## src/rtl/irqc_pkg.sv

```systemverilog
package irqc_pkg;
  localparam int unsigned AW = 4;
  localparam int unsigned DW = 8;

  localparam logic [AW-1:0] A_MODE   = 4'h0;
  localparam logic [AW-1:0] A_BLK_EN = 4'h4;
  localparam logic [AW-1:0] A_BLK_ST = 4'h5;
  localparam logic [AW-1:0] A_TX_EN  = 4'h8;
  localparam logic [AW-1:0] A_TX_ST  = 4'h9;
  localparam logic [AW-1:0] A_RX_EN  = 4'hA;
  localparam logic [AW-1:0] A_RX_ST  = 4'hB;

  localparam logic [DW-1:0] MODE_RST = 8'h2B;
  localparam int unsigned M_AUTO = 3;
  localparam int unsigned M_SRST = 4;

  localparam int unsigned B_SEC = 0;
  localparam int unsigned B_TX  = 1;
  localparam int unsigned B_RX  = 2;
endpackage

```

## src/rtl/irqc_src_bank.sv

```systemverilog
module irqc_src_bank #(
  parameter int unsigned N = 4
) (
  input  logic         clk_i,
  input  logic         rst_ni,
  input  logic         srst_i,
  input  logic [N-1:0] evt_i,
  input  logic         auto_i,
  input  logic         en_we_i,
  input  logic [N-1:0] en_wdata_i,
  input  logic         st_rd_i,
  output logic [N-1:0] en_o,
  output logic [N-1:0] st_o,
  output logic [N-1:0] act_o
);
  logic [N-1:0] prev_q, st_q, en_q, hit_q;
  logic [N-1:0] rise, en_d, hit_d, st_d;

  assign rise = evt_i & ~prev_q;

  always_comb begin
    st_d = (st_rd_i ? '0 : st_q) | rise;  // new event beats the read
    if (en_we_i)     en_d = en_wdata_i;
    else if (auto_i) en_d = en_q & ~rise;
    else             en_d = en_q;
    // hit keeps the request alive after auto-disable drops the enable
    hit_d = (st_rd_i ? '0 : hit_q) | ((auto_i && !en_we_i) ? (rise & en_q) : '0);
  end

  always_ff @(posedge clk_i or negedge rst_ni) begin
    if (!rst_ni) prev_q <= '0;
    else         prev_q <= evt_i;
  end

  always_ff @(posedge clk_i or negedge rst_ni) begin
    if (!rst_ni) begin
      st_q  <= '0;
      en_q  <= '0;
      hit_q <= '0;
    end else if (srst_i) begin
      st_q  <= '0;
      en_q  <= '0;
      hit_q <= '0;
    end else begin
      st_q  <= st_d;
      en_q  <= en_d;
      hit_q <= hit_d;
    end
  end

  assign en_o  = en_q;
  assign st_o  = st_q;
  assign act_o = st_q & (en_q | hit_q);

  for (genvar i = 0; i < N; i++) begin : g_chk

    st_sticky_chk: assert property (@(posedge clk_i) disable iff (!rst_ni)
      (st_q[i] && !st_rd_i && !srst_i) |=> st_q[i]);

    evt_wins_chk: assert property (@(posedge clk_i) disable iff (!rst_ni)
      (rise[i] && !srst_i) |=> st_q[i]);

    auto_clr_chk: assert property (@(posedge clk_i) disable iff (!rst_ni)
      (auto_i && rise[i] && en_q[i] && !en_we_i && !srst_i) |=> !en_q[i]);

    en_hold_chk: assert property (@(posedge clk_i) disable iff (!rst_ni)
      (!auto_i && !en_we_i && !srst_i) |=> $stable(en_q[i]));

    hit_st_chk: assert property (@(posedge clk_i) disable iff (!rst_ni)
      hit_q[i] |-> st_q[i]);
  end
endmodule

```

## src/rtl/irqc_sec_timer.sv

```systemverilog
module irqc_sec_timer #(
  parameter int unsigned SEC_CYCLES = 100_000_000
) (
  input  logic clk_i,
  input  logic rst_ni,
  input  logic srst_i,
  output logic tick_o
);
  localparam int unsigned CW = (SEC_CYCLES > 2) ? $clog2(SEC_CYCLES) : 1;
  localparam logic [CW-1:0] LAST = CW'(SEC_CYCLES - 1);

  logic [CW-1:0] cnt_q;

  always_ff @(posedge clk_i or negedge rst_ni) begin
    if (!rst_ni)          cnt_q <= '0;
    else if (srst_i)      cnt_q <= '0;
    else if (cnt_q == LAST) cnt_q <= '0;
    else                  cnt_q <= cnt_q + 1'b1;
  end

  assign tick_o = (cnt_q == LAST);


  tick_single_chk: assert property (@(posedge clk_i) disable iff (!rst_ni)
    tick_o |=> !tick_o);
endmodule

```

## src/rtl/irqc_reg_if.sv

```systemverilog
module irqc_reg_if
  import irqc_pkg::*;
#(
  parameter int unsigned TX_N = 4,
  parameter int unsigned RX_N = 4
) (
  input  logic            clk_i,
  input  logic            rst_ni,
  input  logic            wr_i,
  input  logic            rd_i,
  input  logic [AW-1:0]   addr_i,
  input  logic [DW-1:0]   wdata_i,
  output logic [DW-1:0]   rdata_o,
  output logic [DW-1:0]   mode_o,
  output logic            srst_o,
  output logic            tx_blk_o,
  output logic            rx_blk_o,
  input  logic            sec_en_i,
  input  logic            sec_st_i,
  input  logic            tx_pend_i,
  input  logic            rx_pend_i,
  input  logic [TX_N-1:0] tx_en_i,
  input  logic [TX_N-1:0] tx_st_i,
  input  logic [RX_N-1:0] rx_en_i,
  input  logic [RX_N-1:0] rx_st_i,
  output logic            sec_en_we_o,
  output logic            tx_en_we_o,
  output logic            rx_en_we_o,
  output logic            sec_rd_o,
  output logic            tx_rd_o,
  output logic            rx_rd_o
);
  logic [DW-1:0] mode_q;
  logic          tx_blk_q, rx_blk_q;
  logic          mode_we, blk_we;

  assign mode_we     = wr_i && (addr_i == A_MODE);
  assign blk_we      = wr_i && (addr_i == A_BLK_EN);
  assign srst_o      = mode_we && wdata_i[M_SRST];
  assign sec_en_we_o = blk_we;
  assign tx_en_we_o  = wr_i && (addr_i == A_TX_EN);
  assign rx_en_we_o  = wr_i && (addr_i == A_RX_EN);
  assign sec_rd_o    = rd_i && (addr_i == A_BLK_ST);
  assign tx_rd_o     = rd_i && (addr_i == A_TX_ST);
  assign rx_rd_o     = rd_i && (addr_i == A_RX_ST);

  always_ff @(posedge clk_i or negedge rst_ni) begin
    if (!rst_ni) begin
      mode_q   <= MODE_RST;
      tx_blk_q <= 1'b0;
      rx_blk_q <= 1'b0;
    end else if (srst_o) begin
      mode_q   <= MODE_RST;
      tx_blk_q <= 1'b0;
      rx_blk_q <= 1'b0;
    end else begin
      if (mode_we) mode_q <= wdata_i;
      if (blk_we) begin
        tx_blk_q <= wdata_i[B_TX];
        rx_blk_q <= wdata_i[B_RX];
      end
    end
  end

  always_comb begin
    unique case (addr_i)
      A_MODE:   rdata_o = mode_q;
      A_BLK_EN: rdata_o = {5'b0, rx_blk_q, tx_blk_q, sec_en_i};
      A_BLK_ST: rdata_o = {5'b0, rx_pend_i, tx_pend_i, sec_st_i};
      A_TX_EN:  rdata_o = DW'(tx_en_i);
      A_TX_ST:  rdata_o = DW'(tx_st_i);
      A_RX_EN:  rdata_o = DW'(rx_en_i);
      A_RX_ST:  rdata_o = DW'(rx_st_i);
      default:  rdata_o = '0;
    endcase
  end

  assign mode_o   = mode_q;
  assign tx_blk_o = tx_blk_q;
  assign rx_blk_o = rx_blk_q;


  srst_apply_chk: assert property (@(posedge clk_i) disable iff (!rst_ni)
    srst_o |=> (mode_q == MODE_RST) && !tx_blk_q && !rx_blk_q);

  srst_bit_low_chk: assert property (@(posedge clk_i) disable iff (!rst_ni)
    !mode_q[M_SRST]);
endmodule

```

## src/rtl/irq_hier_ctrl.sv

```systemverilog
module irq_hier_ctrl
  import irqc_pkg::*;
#(
  parameter int unsigned TX_N       = 4,
  parameter int unsigned RX_N       = 4,
  parameter int unsigned SEC_CYCLES = 100_000_000
) (
  input  logic            clk_i,
  input  logic            rst_ni,
  input  logic            bus_wr_i,
  input  logic            bus_rd_i,
  input  logic [3:0]      bus_addr_i,
  input  logic [7:0]      bus_wdata_i,
  output logic [7:0]      bus_rdata_o,
  input  logic [TX_N-1:0] tx_evt_i,
  input  logic [RX_N-1:0] rx_evt_i,
  output logic [7:0]      mode_o,
  output logic            irq_o
);
  logic srst, tx_blk, rx_blk, tick;
  logic sec_en_we, tx_en_we, rx_en_we, sec_rd, tx_rd, rx_rd;
  logic [0:0] sec_en, sec_st, sec_act;
  logic [TX_N-1:0] tx_en, tx_st, tx_act;
  logic [RX_N-1:0] rx_en, rx_st, rx_act;
  logic auto_dis;

  assign auto_dis = mode_o[M_AUTO];

  irqc_reg_if #(.TX_N(TX_N), .RX_N(RX_N)) u_regs (
    .clk_i(clk_i), .rst_ni(rst_ni),
    .wr_i(bus_wr_i), .rd_i(bus_rd_i), .addr_i(bus_addr_i), .wdata_i(bus_wdata_i),
    .rdata_o(bus_rdata_o), .mode_o(mode_o), .srst_o(srst),
    .tx_blk_o(tx_blk), .rx_blk_o(rx_blk),
    .sec_en_i(sec_en[0]), .sec_st_i(sec_st[0]),
    .tx_pend_i(|tx_act), .rx_pend_i(|rx_act),
    .tx_en_i(tx_en), .tx_st_i(tx_st), .rx_en_i(rx_en), .rx_st_i(rx_st),
    .sec_en_we_o(sec_en_we), .tx_en_we_o(tx_en_we), .rx_en_we_o(rx_en_we),
    .sec_rd_o(sec_rd), .tx_rd_o(tx_rd), .rx_rd_o(rx_rd)
  );

  irqc_sec_timer #(.SEC_CYCLES(SEC_CYCLES)) u_sec_tmr (
    .clk_i(clk_i), .rst_ni(rst_ni), .srst_i(srst), .tick_o(tick)
  );

  irqc_src_bank #(.N(1)) u_sec_bank (
    .clk_i(clk_i), .rst_ni(rst_ni), .srst_i(srst), .evt_i(tick), .auto_i(auto_dis),
    .en_we_i(sec_en_we), .en_wdata_i(bus_wdata_i[B_SEC]), .st_rd_i(sec_rd),
    .en_o(sec_en), .st_o(sec_st), .act_o(sec_act)
  );

  irqc_src_bank #(.N(TX_N)) u_tx_bank (
    .clk_i(clk_i), .rst_ni(rst_ni), .srst_i(srst), .evt_i(tx_evt_i), .auto_i(auto_dis),
    .en_we_i(tx_en_we), .en_wdata_i(bus_wdata_i[TX_N-1:0]), .st_rd_i(tx_rd),
    .en_o(tx_en), .st_o(tx_st), .act_o(tx_act)
  );

  irqc_src_bank #(.N(RX_N)) u_rx_bank (
    .clk_i(clk_i), .rst_ni(rst_ni), .srst_i(srst), .evt_i(rx_evt_i), .auto_i(auto_dis),
    .en_we_i(rx_en_we), .en_wdata_i(bus_wdata_i[RX_N-1:0]), .st_rd_i(rx_rd),
    .en_o(rx_en), .st_o(rx_st), .act_o(rx_act)
  );

  // block enables only gate; the sec enable is its own block bit
  assign irq_o = sec_act[0] | (tx_blk & (|tx_act)) | (rx_blk & (|rx_act));


  blk_mask_chk: assert property (@(posedge clk_i) disable iff (!rst_ni)
    (!tx_blk && !rx_blk && !sec_en[0] && !sec_st[0]) |-> !irq_o);

  irq_src_chk: assert property (@(posedge clk_i) disable iff (!rst_ni)
    irq_o |-> (sec_st[0] || (|tx_st) || (|rx_st)));

  irq_en_chk: assert property (@(posedge clk_i) disable iff (!rst_ni)
    (!(|tx_en) && !(|rx_en) && !sec_en[0] && !auto_dis) |-> !irq_o);
endmodule

```

## config.mk

```make
export PLATFORM = sky130hd
export DESIGN_NAME = irq_hier_ctrl
export DESIGN_NICKNAME = d
export VERILOG_FILES = /design/src/rtl/irqc_pkg.sv /design/src/rtl/irqc_src_bank.sv /design/src/rtl/irqc_sec_timer.sv /design/src/rtl/irqc_reg_if.sv /design/src/rtl/irq_hier_ctrl.sv
export SDC_FILE = /design/constraint.sdc
export NUM_CORES = 1
export LEC_CHECK = 0
export ABC_AREA = 1
export BUFFER_PORTS_ARGS = -buffer_cell sky130_fd_sc_hd__buf_2
export CAP_MARGIN = 40
export CORE_ASPECT_RATIO = 1.5
export CORE_MARGIN = 1.5
export CORE_UTILIZATION = 30
export CTS_BUF_LIST = sky130_fd_sc_hd__clkbuf_4 sky130_fd_sc_hd__clkbuf_8
export CTS_CLUSTER_SIZE = 8
export DETAILED_ROUTE_END_ITERATION = 6
export GPL_TIMING_DRIVEN = 0
export SLEW_MARGIN = 20
export SYNTH_ARGS = -nofsm -noshare
export SYNTH_HDL_FRONTEND = slang
export SYNTH_HIERARCHICAL = 1
export SYNTH_SLANG_ARGS = --single-unit
```

## constraint.sdc

```tcl
create_clock -name clk_i -period 1.9 [get_ports clk_i]
set_clock_uncertainty 0.2 [all_clocks]
set_input_delay 0.095 -clock clk_i [delete_from_list [all_inputs] [get_ports clk_i]]
set_output_delay 0.095 -clock clk_i [all_outputs]
set_load 0.005 [all_outputs]
```

After elaboration in Yosys (flattened, before gate mapping)
Index checks and enable logic that the tools add are counted.
{ "op_classes": {"addsub": 1, "n_reduce_logical": 22, "n_mux": 33, "n_bitwise": 31, "n_eq_ne": 7} }
{ "op_table": {"columns": ["operator", "n"], "rows": [
  ["$mux W4", 16],
  ["$pmux W8 S7", 1],
  ["$mux W27", 2],
  ["$and A4 B4 Y4", 8],
  ["$add A27 B1 Y27 const B", 1],
  ["$eq A27 B27 Y1 const B", 1],
  ["$or A4 B4 Y4", 6],
  ["$eq A4 B4 Y1 const B", 4],
  ["$mux W8", 2],
  ["$not A4 Y4", 4],
  ["$mux W1", 12],
  ["$logic_and A1 B1 Y1", 11],
  ["$reduce_bool A3 Y1", 3],
  ["$eq A4 B3 Y1 const B", 2],
  ["$reduce_or A4 Y1", 2],
  ["$and A1 B1 Y1", 6],
  ["$or A1 B1 Y1", 5],
  ["$logic_not A4 Y1", 1],
  ["$reduce_bool A2 Y1", 2],
  ["$logic_not A1 Y1", 3],
  ["$not A1 Y1", 2]
]} }
{ "word_totals": {"input_bits": 24, "elab_cells": 110, "out_inout_bits": 17, "regBits": 73} }

Depth between registers and ports, before layout
{ "depth": {"ltp_word": 7, "mapped_depth": 11, "mapped_depth_nobuf": 10} }

Cells and area by module
Netlist, hierarchy kept.
{ "by_module_without_submodules": {"columns": ["mod", "cells_each", "n_inst", "area_per_inst_um2", "seq_area_each_um2"], "rows": [
  ["irqc_sec_timer", 219, 1, 1651.6, 675.6],
  ["irqc_src_bank (u_rx_bank ...)", 99, 2, 767.0, 400.4],
  ["irqc_reg_if", 138, 1, 859.6, 255.2],
  ["irqc_src_bank (u_sec_bank)", 22, 1, 181.4, 100.1],
  ["irq_hier_ctrl", 10, 1, 38.8, 0.0]
]} }

Worst setup path before layout
Ideal clock, no wire load.
{ "synth_path": {"path_type": "input to register", "startpoint": "input port bus_addr_i[3]", "endpoint": "register u_sec_tmr.cnt_q[13]", "stages": 9, "setup_slack_ns": 0.076, "required_time_ns": 1.579, "arrival_ns": 1.503, "setup_ns": 0.121, "n_path_buf": 1, "cell_sequence": "nor2_2 -> nand2_4 -> nor2_4 -> nand2_1 -> inv_1 -> clkbuf_1 -> clkinv_1 -> nand2_4 -> nor2_1"} }
{ "synth_via": {"elab_chain_len": 4} }
{ "synth_lines": {"columns": ["item", "line", "source"], "rows": [
  ["start, declared", "irq_hier_ctrl.sv:12", "input logic [3:0] bus_addr_i,"],
  ["$logic_not A4 Y1", "irqc_reg_if.sv:37", "assign mode_we = wr_i && (addr_i == A_MODE);"],
  ["$logic_and A1 B1 Y1", "irqc_reg_if.sv:37", null],
  ["$logic_and A1 B1 Y1", "irqc_reg_if.sv:39", "assign srst_o = mode_we && wdata_i[M_SRST];"],
  ["via srst", "irq_hier_ctrl.sv:20", "logic srst, tx_blk, rx_blk, tick;"],
  ["$mux W27", "irqc_sec_timer.sv:16", "else if (srst_i) cnt_q <= '0;"],
  ["end signal, assigned", "irqc_sec_timer.sv:18", "else cnt_q <= cnt_q + 1'b1;"],
  ["end, declared", "irqc_sec_timer.sv:12", "logic [CW-1:0] cnt_q;"]
]} }
The timed path passes the listed nets, and every way through them passes these cells.
A chain may end at the register's enable or synchronous reset.

Worst setup path in the final report
{ "layout_path": {"startpoint": "register u_rx_bank.en_q[2], in the netlist u_rx_bank/en_o[2]", "endpoint": "output port bus_rdata_o[2]"} }
{ "layout_via": {"elab_chain_len": 4} }
{ "layout_lines": {"columns": ["item", "line", "source"], "rows": [
  ["start, declared", "irqc_src_bank.sv:16", "logic [N-1:0] prev_q, st_q, en_q, hit_q;"],
  ["start signal, assigned", "irqc_src_bank.sv:46", "en_q <= en_d;"],
  ["$or A4 B4 Y4", "irqc_src_bank.sv:53", "assign act_o = st_q & (en_q | hit_q);"],
  ["$and A4 B4 Y4", "irqc_src_bank.sv:53", null],
  ["via rx_act[2]", "irq_hier_ctrl.sv:24", "logic [RX_N-1:0] rx_en, rx_st, rx_act;"],
  ["$reduce_or A4 Y1", "irq_hier_ctrl.sv:35", ".tx_pend_i(|tx_act), .rx_pend_i(|rx_act),"],
  ["$pmux W8 S7", "irqc_reg_if.sv:66", "unique case (addr_i)"],
  ["end, declared", "irq_hier_ctrl.sv:14", "output logic [7:0] bus_rdata_o,"]
]} }
The timed path passes the listed nets, and every way through them passes these cells.

==> results.json <==
{
  "relSlewSlack": 0.6973,
  "crit_family": "simple AND/OR/NAND/NOR gates",
  "yosys-top-cells-area": "dfrtp_1 40%, nand2_1 12%, nor2_1 12%, nand3_1 6.5%, inv_1 6.2%",
  "overflow": 0,
  "critPathLaunchType": "register",
  "wl_per_cell_um": 12.68,
  "critPathBufInv": 1,
  "portBuffers": 40,
  "rsz0062_at_grt": "yes",
  "grt_max_degree": 45,
  "start_util": 0.3063,
  "slowest_delay_ps": 400,
  "clkLatencyLatePin_ps": 350,
  "wirelength_mm": 10.84,
  "required_ps": 1600,
  "drtIter0Drc": 153,
  "crit_arrival_ps": 1580,
  "cp_cell_sequence": "o21a_1 > nor2_2 > nand2_2 > nand3_2 > nand2_1 > nor2_2 > nand2_1 > buf_2",
  "tightestPinTransition_ps": 453.6,
  "syn_inst": 587,
  "route.detailed.drc": 0,
  "syn_avg_cell_area_um2": 7.266,
  "cts_buffers": 9,
  "vias": 3853,
  "fp.coreArea_mm2": 0.01393,
  "path_clk_slew_ps": 80,
  "status": "finished, final reports clean",
  "hold_viol_final": 0,
  "rows": 53,
  "viasPerCell": 4.506,
  "synth_edf_count": 0,
  "synth_largest_area_cell": "dfrtp_1",
  "synth_async_sr_flop_share": 1.000,
  "fin_tns_setup_ps": 0,
  "place_inst": 794,
  "crit_path_start": "u_rx_bank/en_o[2]",
  "hold_path.class": "in -> async",
  "grt_pass1_wl_mm": 18.06,
  "p_leak_nw": 2.683,
  "antennaDiodeCount": 0,
  "final_nets": 710,
  "crit_type": "reg -> out",
  "tritoncts": "done",
  "r2r-start": "u_sec_tmr/cnt_q[0]",
  "fmax_mhz": 534.1,
  "pre_cts_ws_ps": -760.7,
  "setup_viol": 0,
  "total_power_mw": 4.621,
  "cts_sinks": 73,
  "maxCapViolations": 0,
  "dr.pass1.iters": 5,
  "htree_levels": 3,
  "syn_area_mm2": 0.004265,
  "antenna_found_initial": 0,
  "io_pins": 41,
  "clock_tree.buffer_depth": 2,
  "power.ir.vdd_worst_v": 0.0003401,
  "cp-end-kind": "primary output",
  "grt_usage": 0.1560,
  "slowest_stage": "dfrtp_1",
  "powerDensity_mw_per_mm2": 859.8,
  "ys_types": 33,
  "root_buffer": "clkbuf_8",
  "drt.antenna.violating_nets": 0,
  "finalWorstSetupSlack_ps": 27.55,
  "die_w_um": 100.4,
  "die_area_mm2": 0.01496,
  "synth.ff_latch_count": 73,
  "yosys_warnings": 6,
  "die_h_um": 149.0,
  "synth-main-ff-cell": "dfrtp_1",
  "final.min_clock_period_ps": 1872,
  "finalNonFillerCells": 855,
  "place_hpwl_mm": 7.813,
  "drive_gt1_frac": 0.2014,
  "nFillCells": 1488,
  "crit_fanout": 2,
  "synth.most_common_cell": "nand2_1",
  "period_share": 0.9855,
  "synth_top_area_frac": 0.4048,
  "syn2layout_area_growth_pct": 25.99,
  "drv_slew": 0,
  "yosys-top-cells-count": "139 x nand2_1, 135 x nor2_1, 71 x inv_1, 69 x dfrtp_1, 55 x nand3_1",
  "synth_nets": 612,
  "ys_seq_area_frac": 0.4295,
  "grt_pass1_vias": 3859,
  "gp_congestion": 0.7906
}
==> metal layers <==
layer | wire, µm | up-vias | track usage | share of wire
li1 | - | 2001 | - | -
met1 | 4390 | 1752 | 0.1669 | 0.40
met2 | 5757 | 78 | 0.2891 | 0.53
met3 | 311 | 22 | 0.03046 | 0.029
met4 | 383 | 0 | 0.07465 | 0.035
met5 | 0 | - | 0 | 0
==> report_power, final <==
group	total (mW)	switching [mW]	internal, mW
sequential	2.08	0.234	1.84
clock	1.27	0.565	0.704
combinational	1.27	0.723	0.550
==> timing repair <==
| action | CTS | global route |
|---|---|---|
| setup buffers | 8 | 10 |
| pin swaps | 2 | 5 |
| gates resized for setup | 11 | 5 |
| hold endpoints to repair | 115 | 0 |
| hold buffers | 27 | 0 |
| setup endpoints to repair | 25 | 10 |
==> stage by stage <==
step / util / hold WS, ps / area [µm²]
6_report: 0.3859 / 15.04 / 5374
3_5_place_dp: 0.3380 / -144.2 / 4707
4_1_cts: 0.3787 / 8.694 / 5274
2_1_floorplan: - / -400.6 / 4265
3_3_place_gp: 0.3355 / 19.34 / 4672
5_1_grt: 0.3859 / 37.41 / 5374
==> state kept, by name, indices dropped and copies added, names as in the netlist, 4 cells and up <==
name and cells:
u_tx_bank/st_o 4, u_tx_bank/prev_q 4, u_regs/mode_o 8, u_rx_bank/prev_q 4
u_sec_tmr/cnt_q 27, u_rx_bank/en_o 4, u_tx_bank/en_o 4, u_rx_bank/st_o 4
u_tx_bank/hit_q 4, u_rx_bank/hit_q 4
==> kinds of logic (layout without fill, tap and decap cells) <==
family,after synthesis,in the layout,synth area share
simple gates,380,380,0.4057
buf+inv,82,185,0.08360
flops,73,73,0.4295
compound gates,37,37,0.04958
xor+xnor,14,14,0.02875
fa+ha+maj,1,1,0.002933
==> placed cells by master (no fill, tap or decap), drive strengths merged, types with 6 or more instances in the layout <==
master and count:
xor2 6, inv 73, nor2 156, clkbuf 14, a21oi 17, xnor2 8
o21a 8, dfrtp 69, dlygate4sd3 27, nand3 57, buf 67, nand2 150
o21ai 11
==> layout make-up <==
| type | count | area, µm² | share of cell area |
|---|---|---|---|
| multi-input cells | 432 | 2125 | 0.3953 |
| flip-flops and latches | 73 | 1837 | 0.3418 |
| repair buffers | 87 | 640.6 | 0.1192 |
| inverters | 74 | 279.0 | 0.05192 |
| well taps | 165 | 206.4 | 0.03842 |
| clock buffers | 13 | 166.4 | 0.03097 |
| plain buffers | 8 | 80.08 | 0.01490 |
| clock inverters | 3 | 40.04 | 0.007451 |
==> worst paths after layout <==
| path | end | slack (ps) | cells past startpoint |
|---|---|---|---|
| max | bus_rdata_o[2] | 30 | 8 |
| min in group clk_i | u_sec_bank/st_o | 40 | 4 |
| max in group asynchronous | u_sec_tmr/cnt_q[0] | 900 | 3 |
| min | u_tx_bank/hit_q[1] | 20 | 2 |
| max reg2reg | u_sec_tmr/cnt_q[13] | 130 | 8 |
| min reg2reg | u_sec_tmr/cnt_q[0] | 280 | 1 |
Power figures use the tool's default switching activity.
